===== src/rtl/sar_if_pkg.sv =====
package sar_if_pkg;
  localparam int unsigned RES_W = 12;
  typedef enum logic {CLK_INT = 1'b0, CLK_EXT = 1'b1} clk_mode_e;
endpackage


===== src/rtl/sar_conv_timer.sv =====
module sar_conv_timer #(
  parameter int unsigned CONV_CYCLES = 64
) (
  input  logic clk_i,
  input  logic rst_ni,
  input  logic conv_ni,
  output logic start_o,
  output logic done_o,
  output logic busy_o
);
  localparam int unsigned CW = $clog2(CONV_CYCLES + 1);

  logic          conv_q;
  logic [CW-1:0] cnt_q;

  assign busy_o  = (cnt_q != '0);
  assign start_o = conv_q & ~conv_ni & ~busy_o;
  assign done_o  = (cnt_q == CW'(1));

  always_ff @(posedge clk_i or negedge rst_ni) begin
    if (!rst_ni) begin
      conv_q <= 1'b1;
      cnt_q  <= '0;
    end else begin
      conv_q <= conv_ni;
      if (start_o)     cnt_q <= CW'(CONV_CYCLES);
      else if (busy_o) cnt_q <= cnt_q - CW'(1);
    end
  end

  assert_start_busy_R1: assert property (@(posedge clk_i) disable iff (!rst_ni)
    (conv_q && !conv_ni && !busy_o) |=> busy_o);
  assert_busy_hold_R2: assert property (@(posedge clk_i) disable iff (!rst_ni)
    (busy_o && cnt_q != CW'(1)) |=> busy_o);
  assert_busy_end_R2: assert property (@(posedge clk_i) disable iff (!rst_ni)
    done_o |=> !busy_o);
  assert_conv_ignored_R3: assert property (@(posedge clk_i) disable iff (!rst_ni)
    (busy_o && conv_q && !conv_ni && cnt_q != CW'(1)) |=> (cnt_q == $past(cnt_q) - CW'(1)));
endmodule


===== src/rtl/sar_sclk_sync.sv =====
module sar_sclk_sync #(
  parameter int unsigned SYNC_STAGES = 2
) (
  input  logic clk_i,
  input  logic rst_ni,
  input  logic sclk_i,
  output logic lvl_o,
  output logic rise_o
);
  logic [SYNC_STAGES-1:0] sync_q;
  logic                   prev_q;

  always_ff @(posedge clk_i or negedge rst_ni) begin
    if (!rst_ni) begin
      sync_q <= '0;
      prev_q <= 1'b0;
    end else begin
      sync_q[0] <= sclk_i;
      prev_q    <= sync_q[SYNC_STAGES-1];
    end
  end

  for (genvar g = 1; g < SYNC_STAGES; g++) begin : g_stage
    always_ff @(posedge clk_i or negedge rst_ni) begin
      if (!rst_ni) sync_q[g] <= 1'b0;
      else         sync_q[g] <= sync_q[g-1];
    end
  end

  assign lvl_o  = sync_q[SYNC_STAGES-1];
  assign rise_o = lvl_o & ~prev_q;

  assert_rise_single_R9: assert property (@(posedge clk_i) disable iff (!rst_ni)
    rise_o |=> !rise_o);
endmodule


===== src/rtl/sar_out_shifter.sv =====
module sar_out_shifter
  import sar_if_pkg::*;
#(
  parameter int unsigned RES_W      = 12,
  parameter int unsigned SCLK_HALF  = 2
) (
  input  logic             clk_i,
  input  logic             rst_ni,
  input  logic             ext_mode_i,
  input  logic             cs_ni,
  input  logic             start_i,
  input  logic             done_i,
  input  logic [RES_W-1:0] result_i,
  input  logic             sclk_lvl_i,
  input  logic             sclk_rise_i,
  output logic             data_o,
  output logic             sclk_o
);
  localparam int unsigned PER = 2 * SCLK_HALF;
  localparam int unsigned PW  = (PER > 1) ? $clog2(PER) : 1;
  localparam int unsigned BW  = $clog2(RES_W);
  localparam int unsigned EW  = $clog2(RES_W + 2);

  clk_mode_e        mode;
  logic [RES_W-1:0] work_q, shreg_q;
  logic             int_act_q;
  logic [PW-1:0]    ph_q;
  logic [BW-1:0]    bit_q;
  logic [EW-1:0]    ecnt_q;
  logic             load_ext, ext_show;

  assign mode     = clk_mode_e'(ext_mode_i);
  // host clock must be idle (or outputs deselected) when busy rises
  assign load_ext = done_i & (mode == CLK_EXT) & (~sclk_lvl_i | cs_ni);
  assign ext_show = (ecnt_q != '0) && (ecnt_q <= EW'(RES_W));

  always_ff @(posedge clk_i or negedge rst_ni) begin
    if (!rst_ni) begin
      work_q    <= '0;
      shreg_q   <= '0;
      int_act_q <= 1'b0;
      ph_q      <= '0;
      bit_q     <= '0;
      ecnt_q    <= '0;
    end else begin
      if (done_i) work_q <= result_i;
      if (start_i && mode == CLK_INT) begin
        shreg_q   <= work_q;
        int_act_q <= 1'b1;
        ph_q      <= '0;
        bit_q     <= '0;
      end else if (int_act_q) begin
        if (ph_q == PW'(PER - 1)) begin
          ph_q    <= '0;
          shreg_q <= shreg_q << 1;
          if (bit_q == BW'(RES_W - 1)) int_act_q <= 1'b0;
          else                         bit_q     <= bit_q + BW'(1);
        end else begin
          ph_q <= ph_q + PW'(1);
        end
      end else if (load_ext) begin
        shreg_q <= result_i;
        ecnt_q  <= '0;
      end else if (mode == CLK_EXT && sclk_rise_i && ecnt_q != EW'(RES_W + 1)) begin
        ecnt_q <= ecnt_q + EW'(1);
        if (ecnt_q != '0) shreg_q <= shreg_q << 1;
      end
    end
  end

  always_comb begin
    if (mode == CLK_EXT) begin
      data_o = ext_show & shreg_q[RES_W-1];
      sclk_o = 1'b0;
    end else begin
      data_o = int_act_q & shreg_q[RES_W-1];
      sclk_o = int_act_q & (ph_q >= PW'(SCLK_HALF));
    end
  end

  assert_int_len_R5: assert property (@(posedge clk_i) disable iff (!rst_ni)
    $fell(int_act_q) |-> ($past(bit_q) == BW'(RES_W - 1) && $past(ph_q) == PW'(PER - 1)));
  assert_ext_load_R8: assert property (@(posedge clk_i) disable iff (!rst_ni)
    load_ext |=> (shreg_q == $past(result_i) && ecnt_q == '0));
  assert_ext_keep_R8: assert property (@(posedge clk_i) disable iff (!rst_ni)
    (done_i && mode == CLK_EXT && sclk_lvl_i && !cs_ni && !sclk_rise_i)
      |=> (shreg_q == $past(shreg_q) && ecnt_q == $past(ecnt_q)));
  assert_ext_tail_R9: assert property (@(posedge clk_i) disable iff (!rst_ni)
    (mode == CLK_EXT && ecnt_q == EW'(RES_W + 1)) |=> (ecnt_q == EW'(RES_W + 1) || ecnt_q == '0));
endmodule


===== src/rtl/sar_serial_if.sv =====
module sar_serial_if
  import sar_if_pkg::*;
#(
  parameter int unsigned RES_W       = sar_if_pkg::RES_W,
  parameter int unsigned CONV_CYCLES = 64,
  parameter int unsigned SCLK_HALF   = 2,
  parameter int unsigned SYNC_STAGES = 2
) (
  input  logic             clk_i,
  input  logic             rst_ni,
  input  logic             conv_ni,
  input  logic             ext_mode_i,
  input  logic             cs_ni,
  input  logic             sclk_i,
  input  logic [RES_W-1:0] result_i,
  output logic             busy_no,
  output logic             sdata_o,
  output logic             sclk_o,
  output logic             out_en_o
);
  logic start, done, busy, lvl, rise, data_raw, sclk_raw;

  sar_conv_timer #(.CONV_CYCLES(CONV_CYCLES)) u_timer (
    .clk_i, .rst_ni, .conv_ni,
    .start_o(start), .done_o(done), .busy_o(busy)
  );

  sar_sclk_sync #(.SYNC_STAGES(SYNC_STAGES)) u_sync (
    .clk_i, .rst_ni, .sclk_i,
    .lvl_o(lvl), .rise_o(rise)
  );

  sar_out_shifter #(.RES_W(RES_W), .SCLK_HALF(SCLK_HALF)) u_shift (
    .clk_i, .rst_ni, .ext_mode_i, .cs_ni,
    .start_i(start), .done_i(done), .result_i,
    .sclk_lvl_i(lvl), .sclk_rise_i(rise),
    .data_o(data_raw), .sclk_o(sclk_raw)
  );

  assign busy_no  = ~busy;
  assign out_en_o = ~cs_ni;
  assign sdata_o  = ~cs_ni & data_raw;
  assign sclk_o   = ~cs_ni & sclk_raw;

  assert_ext_sclk_low_R11: assert property (@(posedge clk_i) disable iff (!rst_ni)
    ext_mode_i |-> !sclk_o);
  assert_start_any_cs_R4: assert property (@(posedge clk_i) disable iff (!rst_ni)
    (start && cs_ni) |=> !busy_no);
endmodule


===== config.mk =====
export PLATFORM = sky130hd
export DESIGN_NAME = sar_serial_if
export DESIGN_NICKNAME = d
export VERILOG_FILES = /design/src/rtl/sar_if_pkg.sv /design/src/rtl/sar_conv_timer.sv /design/src/rtl/sar_sclk_sync.sv /design/src/rtl/sar_out_shifter.sv /design/src/rtl/sar_serial_if.sv
export SDC_FILE = /design/constraint.sdc
export NUM_CORES = 1
export LEC_CHECK = 0
export BUFFER_PORTS_ARGS = -buffer_cell sky130_fd_sc_hd__buf_2
export CAP_MARGIN = 10
export CORE_ASPECT_RATIO = 1.25
export CORE_MARGIN = 2
export CORE_UTILIZATION = 53
export DETAILED_ROUTE_END_ITERATION = 8
export PLACE_DENSITY = 0.84
export SLEW_MARGIN = 20
export SYNTH_ARGS = -nofsm -noshare
export SYNTH_HDL_FRONTEND = slang
export SYNTH_SLANG_ARGS = --single-unit

===== constraint.sdc =====
create_clock -name clk_i -period 5.2 [get_ports clk_i]
set_input_delay 0.78 -clock clk_i [delete_from_list [all_inputs] [get_ports clk_i]]
set_output_delay 0.78 -clock clk_i [all_outputs]
set_load 0.01 [all_outputs]

==> results.ini, run 1 <==
[sta]
min_period_ns=2.78
rsz0062_at_grt=false
worstMarginPinSlew_ns=0.985
min_period_over_period_pct=53.5
fmaxAchievable_mhz=359
fin_hold_ws_ns=0.374
final-hold-violation-count=0
slew_headroom_pct=34.3
clock_skew_ns=0.00802
final_max_slew_viol_count=0
finalSetupViolations=0
tns_ns=0

[synthesis]
yosysTopAreaCell=dfrtp_1
synth-async-reset-ratio_pct=100
synth_cell_types=40
netlist.area_leader.share_pct=49.7
synth_nets=228
ys_ff_latch=46
yosysSeqAreaShare_pct=50.9
synth_ff_type=dfrtp_1
synth_edf_count=0
yosys_warnings=0
synthTopCellsByArea=dfrtp_1 (50%), mux2_2 (7.0%), ha_1 (4.4%)
syn_area_per_cell_um2=11.2
syn-instance-count=202
syn-cell-area_um2=2260

[power_and_ir_drop]
powerDensity_nw_per_um2=515
ir_worst_vdd_v=0.000320
p_leak_nw=1.14

[place]
gp_congestion=0.722
io_buffers=21
dp_hpwl_um=2830
dp.cells=272

[drt]
vias=1536
drt_first_pass_iters=4
drc_errors=0
finalWirelength_um=4020
routed_via_density=5.49
avgRoutedWirePerCell_um=14.3
drtAntennaViolNets=0
initialDrtViolationCount=92

[clock_tree]
ctsResizeCount=0
clk_path_buf_depth=2
cts_htree_levels=2
root_buffer=clkbuf_8
cts.sinks=46
cts_buffers=5
cts.clk_slew.worst_paths_ns=0.08
cts_tree=done
post_cts_buffers=0
clkLatencyLatePin_ns=0.30
ctsHoldBuffers=0

[floorplan]
io_pins=22
fp.dieW_um=62.5
die_area_um2=4820
chipHeight_um=77.1
core_area_um2=4100
initial_core_util_pct=55.3
rows=26

[worst_setup_path]
path_delay_family=simple AND/OR/NAND/NOR gates
cp-startpoint=u_timer.cnt_q[0]$_DFFE_PN0P_
critPathSlowestCell=dfrtp_1
crit_path_end_kind=output port
crit_type=reg -> out
timing.rr.start=u_timer.cnt_q[0]$_DFFE_PN0P_
crit_fanout=8
crit_chain=inv_1, ha_1, nor4b_1, and2_1, buf_2
cp.required_ns=4.42
reg2reg_depth=6
critical_path.max_stage_delay_ns=0.45
startpoint_type=flop
worstPathArrival_ns=2.00
crit_buf_inv=2
crit_cells=5

[finish]
multi_input_area_um2=1030
nFillCells=341
final_common_cell=dfrtp_1
final_cell_mix=dfrtp_1 (45), buf_2 (20), nor2_1 (15)
areaGrowthSynthToFinish_pct=9.94
final_nets=249
stdcell_count=280
regArea_um2=1150
layout-drive-gt1-share_pct=24.1
antenna-diode-count=0

[min_path]
hold_start=u_sync.sync_q[0]$_DFF_PN0_
hold_depth=0
hold_class=reg -> reg

[global_routing]
grt_pass1_vias=1526
antenna_found_initial=0
overflow=0
track_usage_pct=18.2
use_met2_pct=30.8
grt_start_max_net_pins=47
grt_util_met3_pct=4.84
grt_first_pass_wirelength_um=6890
grt_use_met1_pct=22.7
top_usage_layer=met2

[outcome]
status=complete, no violations

[run]
max_cap_violations=0

sequential cells by signal, indices dropped and copies added, names as in the netlist:
signal	cells
u_shift.bit_q	4
u_sync.sync_q	1
u_shift.work_q	12
u_sync.lvl_o	1
u_shift.ph_q	2
u_shift.shreg_q	12
u_timer.cnt_q	7
u_sync.prev_q	1
u_shift.int_act_q	1
u_timer.conv_q	1
u_shift.ecnt_q	4
path summary, 6_finish.rpt:
kind,endpoint,slack [ns]
worst min register to register,u_sync.lvl_o$_DFF_PN0_,0.37
worst max register to register,u_shift.shreg_q[1]$_DFFE_PN0P_,2.97
worst max-delay path,busy_no,2.42
min in group asynchronous,u_shift.ecnt_q[0]$_DFFE_PN0P_,0.46
max in group asynchronous,u_shift.work_q[8]$_DFFE_PN0N_,4.35
worst min-delay path,u_sync.lvl_o$_DFF_PN0_,0.37
power by group:
part | internal, mW | switching [mW]
clock network | 0.0970 | 0.125
logic | 0.227 | 0.200
registers | 0.513 | 0.120
kinds of logic (layout without fill, tap and decap cells):
logic type	after synthesis	after routing	share of synthesized area (%)
buf+inv	16	38	3.54
mux	23	23	10.9
compound gates	33	33	10.0
xor+xnor	8	8	3.09
fa+ha+maj	8	8	4.42
simple gates	68	68	17.1
flops	46	46	50.9
layout make-up:
class / instances / share of cell area [%]
inverters: 9 / 1.36
multi-input cells: 140 / 41.5
clock inverters: 3 / 1.01
clock buffers: 5 / 2.76
flip-flops and latches: 46 / 46.3
repair buffers: 21 / 4.32
well taps: 56 / 2.81
per-layer routing:
layer  wire [um]  part of all wire [%]
met2        1980                    49
met4          53                   1.3
met5           0                     0
met1        1850                    46
met3         137                   3.4
cells in the mapped netlist (2+ instances only):
cell / n
a21oi_1: 7
and2_1: 2
buf_2: 4
buf_6: 2
dfrtp_1: 45
ha_1: 8
inv_1: 9
mux2_2: 14
mux2i_1: 9
nand2_1: 12
nand2b_1: 2
nand3_1: 8
nand3b_1: 2
nand4_1: 2
nor2_1: 15
nor2b_1: 2
nor3_1: 3
nor3_2: 3
nor3b_1: 8
nor4b_1: 2
o21ai_0: 10
o22ai_1: 6
o31ai_1: 3
o31ai_2: 2
xor2_1: 7
through the flow:
| stage | utilization, % | setup WS (ns) | instance area, um2 | total power [mW] |
|---|---|---|---|---|
| floorplan | - | 3.09 | 2260 | 0.967 |
| global placement | 58.4 | 2.91 | 2390 | 1.04 |
| detailed placement | 58.4 | 2.75 | 2390 | 1.07 |
| CTS | 60.7 | 2.42 | 2490 | 1.29 |
| global route | 60.7 | 2.28 | 2490 | 1.38 |
| finish | 60.7 | 2.42 | 2490 | 1.28 |
(Power assumes the default switching activity.)
==> run 2, diff against run 1 <==
Settings changed: ABC_AREA from default to 1, PLACE_DENSITY 0.84 to 0.83.
Clock period 5.2 ns to 2.7 ns, I/O delays scaled along.
==> results.ini, run 2 <==
[outcome]
status=complete, no violations

[floorplan]
core_area_um2=4690  ; +15%
chipHeight_um=81.5  ; +5.8%
rows=28  ; +7.7%
io_pins=22  ; unchanged
fp.dieW_um=66.0  ; +5.7%
initial_core_util_pct=54.3  ; -0.96 points
die_area_um2=5380  ; +12%

[synthesis]
synth-async-reset-ratio_pct=100  ; unchanged
syn-instance-count=323  ; +60%
synth_nets=349  ; +53%
ys_ff_latch=46  ; unchanged
yosysTopAreaCell=dfrtp_1
synthTopCellsByArea=dfrtp_1 (44%), nand2_1 (15%), inv_1 (7.5%)
yosys_warnings=0  ; unchanged
synth_cell_types=33  ; -18%
yosysMostFrequentCell=nand2_1
syn_area_per_cell_um2=7.89  ; -30%
syn-cell-area_um2=2550  ; +13%
yosysSeqAreaShare_pct=45.2  ; -5.7 points
yosys-top-cells-count=nand2_1 (100), inv_1 (51), dfrtp_1 (45)
synth_ff_type=dfrtp_1
netlist.area_leader.share_pct=44.2  ; -5.5 points
synth_edf_count=0  ; unchanged

[finish]
utilization_pct=59.0  ; -1.7 points
top_regs=u_shift.shreg_q (12), u_shift.work_q (12), u_timer.cnt_q (7)
layout-drive-gt1-share_pct=13.5  ; -11 points
stdcell_count=402  ; +44%
final_cell_mix=nand2_1 (100), inv_1 (51), dfrtp_1 (45)
areaGrowthSynthToFinish_pct=8.74
final_common_cell=nand2_1
final_nets=367  ; +47%
antenna-diode-count=0  ; unchanged

[sta]
tns_ns=0  ; unchanged
fmaxAchievable_mhz=508
final_max_slew_viol_count=0  ; unchanged
slew_headroom_pct=62.8  ; +28 points
rsz0062_at_grt=false
final-hold-violation-count=0  ; unchanged
min_period_over_period_pct=73.0
worstMarginPinSlew_ns=0.559  ; -0.426 ns
finalSetupViolations=0  ; unchanged
min_period_ns=1.97
finalWorstSetupSlack_ns=0.730  ; -1.69 ns
clock_skew_ns=0.00713  ; -0.000893 ns

[clock_tree]
ctsHoldBuffers=0  ; unchanged
cts_htree_levels=2  ; unchanged
cts_tree=done
clk_path_buf_depth=2  ; unchanged
post_cts_buffers=0  ; unchanged
root_buffer=clkbuf_8
ctsResizeCount=0  ; unchanged
cts.sinks=46  ; unchanged
clkLatencyLatePin_ns=0.30  ; about the same
cts_buffers=5  ; unchanged
cts.clk_slew.worst_paths_ns=0.08  ; about the same

[worst_setup_path]
r2r_end=u_shift.shreg_q[1]$_DFFE_PN0P_
crit_fanout=22  ; +14
worstPathArrival_ns=2.21  ; +0.21 ns
crit_type=reg -> reg
reg2reg_depth=10  ; +4
cp-startpoint=u_timer.cnt_q[1]$_DFFE_PN0P_
rrSetupSlack_ns=0.73  ; -2.24 ns
cp.required_ns=2.94  ; -1.48 ns
timing.rr.start=u_timer.cnt_q[1]$_DFFE_PN0P_
crit_path_end_kind=flop
startpoint_type=flop

[place]
dpl_worst_slack_ns=0.730  ; -2.02 ns
dp.cells=394  ; +45%
dp_hpwl_um=3350  ; +18%
gp_congestion=0.882  ; +22%
io_buffers=21  ; unchanged

[drt]
drtAntennaViolNets=0  ; unchanged
avgRoutedWirePerCell_um=12.0  ; -17%
finalWirelength_um=4810  ; +20%
drt_first_pass_iters=5  ; +1
initialDrtViolationCount=161  ; +75%
drc_errors=0  ; unchanged
routed_via_density=5.07  ; -7.6%
vias=2038  ; +33%

[global_routing]
grt_use_met1_pct=23.9  ; +1.2 points
use_met2_pct=36.1  ; +5.3 points
antenna_found_initial=0  ; unchanged
top_usage_layer=met2
grt_first_pass_wirelength_um=8360  ; +21%
overflow=0  ; unchanged
grt_start_max_net_pins=47  ; unchanged
grt_pass1_vias=2003  ; +31%
grt_util_met3_pct=3.70  ; -1.1 points
track_usage_pct=20.0  ; +1.8 points

[power_and_ir_drop]
powerDensity_nw_per_um2=452  ; -12%
ir_worst_vdd_v=0.000360  ; +13%
total_power_mw=1.25  ; -2.3%
p_leak_nw=1.58  ; +38%

[min_path]
hold_class=in -> async

[run]
max_cap_violations=0  ; unchanged

-- run 2: area by class of cell --
cell class | count | area [um2]
timing repair buffer | 22 | 115
sequential | 46 | 1150
clock buffer | 7 | 76.3
fill | 441 | 1920
clock inverter | 1 | 30.0
inverter | 53 | 199
multi-input combinational | 213 | 1120
tap | 60 | 75.1
-- run 2: per-layer routing --
metal  vias up  share of wire (%)
li1       1051                  -
met1       946                 45
met2        36                 50
met3         5                3.9
met4         0                1.4
met5         -                  0
-- run 2: how the worst max path moves through the flow --
| stage | endpoint | cells past startpoint | slack [ns] |
|---|---|---|---|
| finish | u_shift.shreg_q[1]$_DFFE_PN0P_ | 10 | 0.73 |
| global route | u_shift.shreg_q[8]$_DFFE_PN0P_ | 10 | 0.48 |
| CTS | u_shift.shreg_q[1]$_DFFE_PN0P_ | 10 | 0.72 |
| detailed placement | u_shift.shreg_q[1]$_DFFE_PN0P_ | 10 | 0.73 |
| global placement | u_shift.shreg_q[1]$_DFFE_PN0P_ | 10 | 0.80 |
| floorplan | u_shift.shreg_q[10]$_DFFE_PN0P_ | 11 | 1.10 |
-- run 2: report_power, final --
part / total (mW) / internal (mW) / switching [mW]
clock network: 0.506 / 0.277 / 0.228
registers: 0.694 / 0.692 / 0.00200
logic: 0.0522 / 0.0163 / 0.0359
-- run 2: cell families after synthesis --
kind of cell / count (synthesis) / share of synthesized area (%)
AND/OR/NAND/NOR: 170 / 32.3
buffers and inverters: 64 / 10.7
flip-flops: 46 / 45.2
AO/OA/AOI/OAI: 30 / 6.19
adder cells (fa/ha/maj): 8 / 3.93
XOR/XNOR: 5 / 1.72
-- run 2: stage by stage --
step / instance area [um2] / hold WS (ns)
6_report: 2770 / 0.0931
5_1_grt: 2770 / 0.137
4_1_cts: 2770 / 0.201
3_5_place_dp: 2660 / 0.337
3_3_place_gp: 2660 / 0.337
2_1_floorplan: 2550 / 0.109
-- run 2: worst max-delay path: stages, from the launching register on --
cell,delay [ns]
dfrtp_1,0.41
inv_1,0.10
ha_1,0.21
nand2_2,0.13
nor2_8,0.17
nand3_4,0.24
nand2_2,0.18
inv_2,0.05
nor2_4,0.26
nand2_1,0.09
nand2_1,0.07
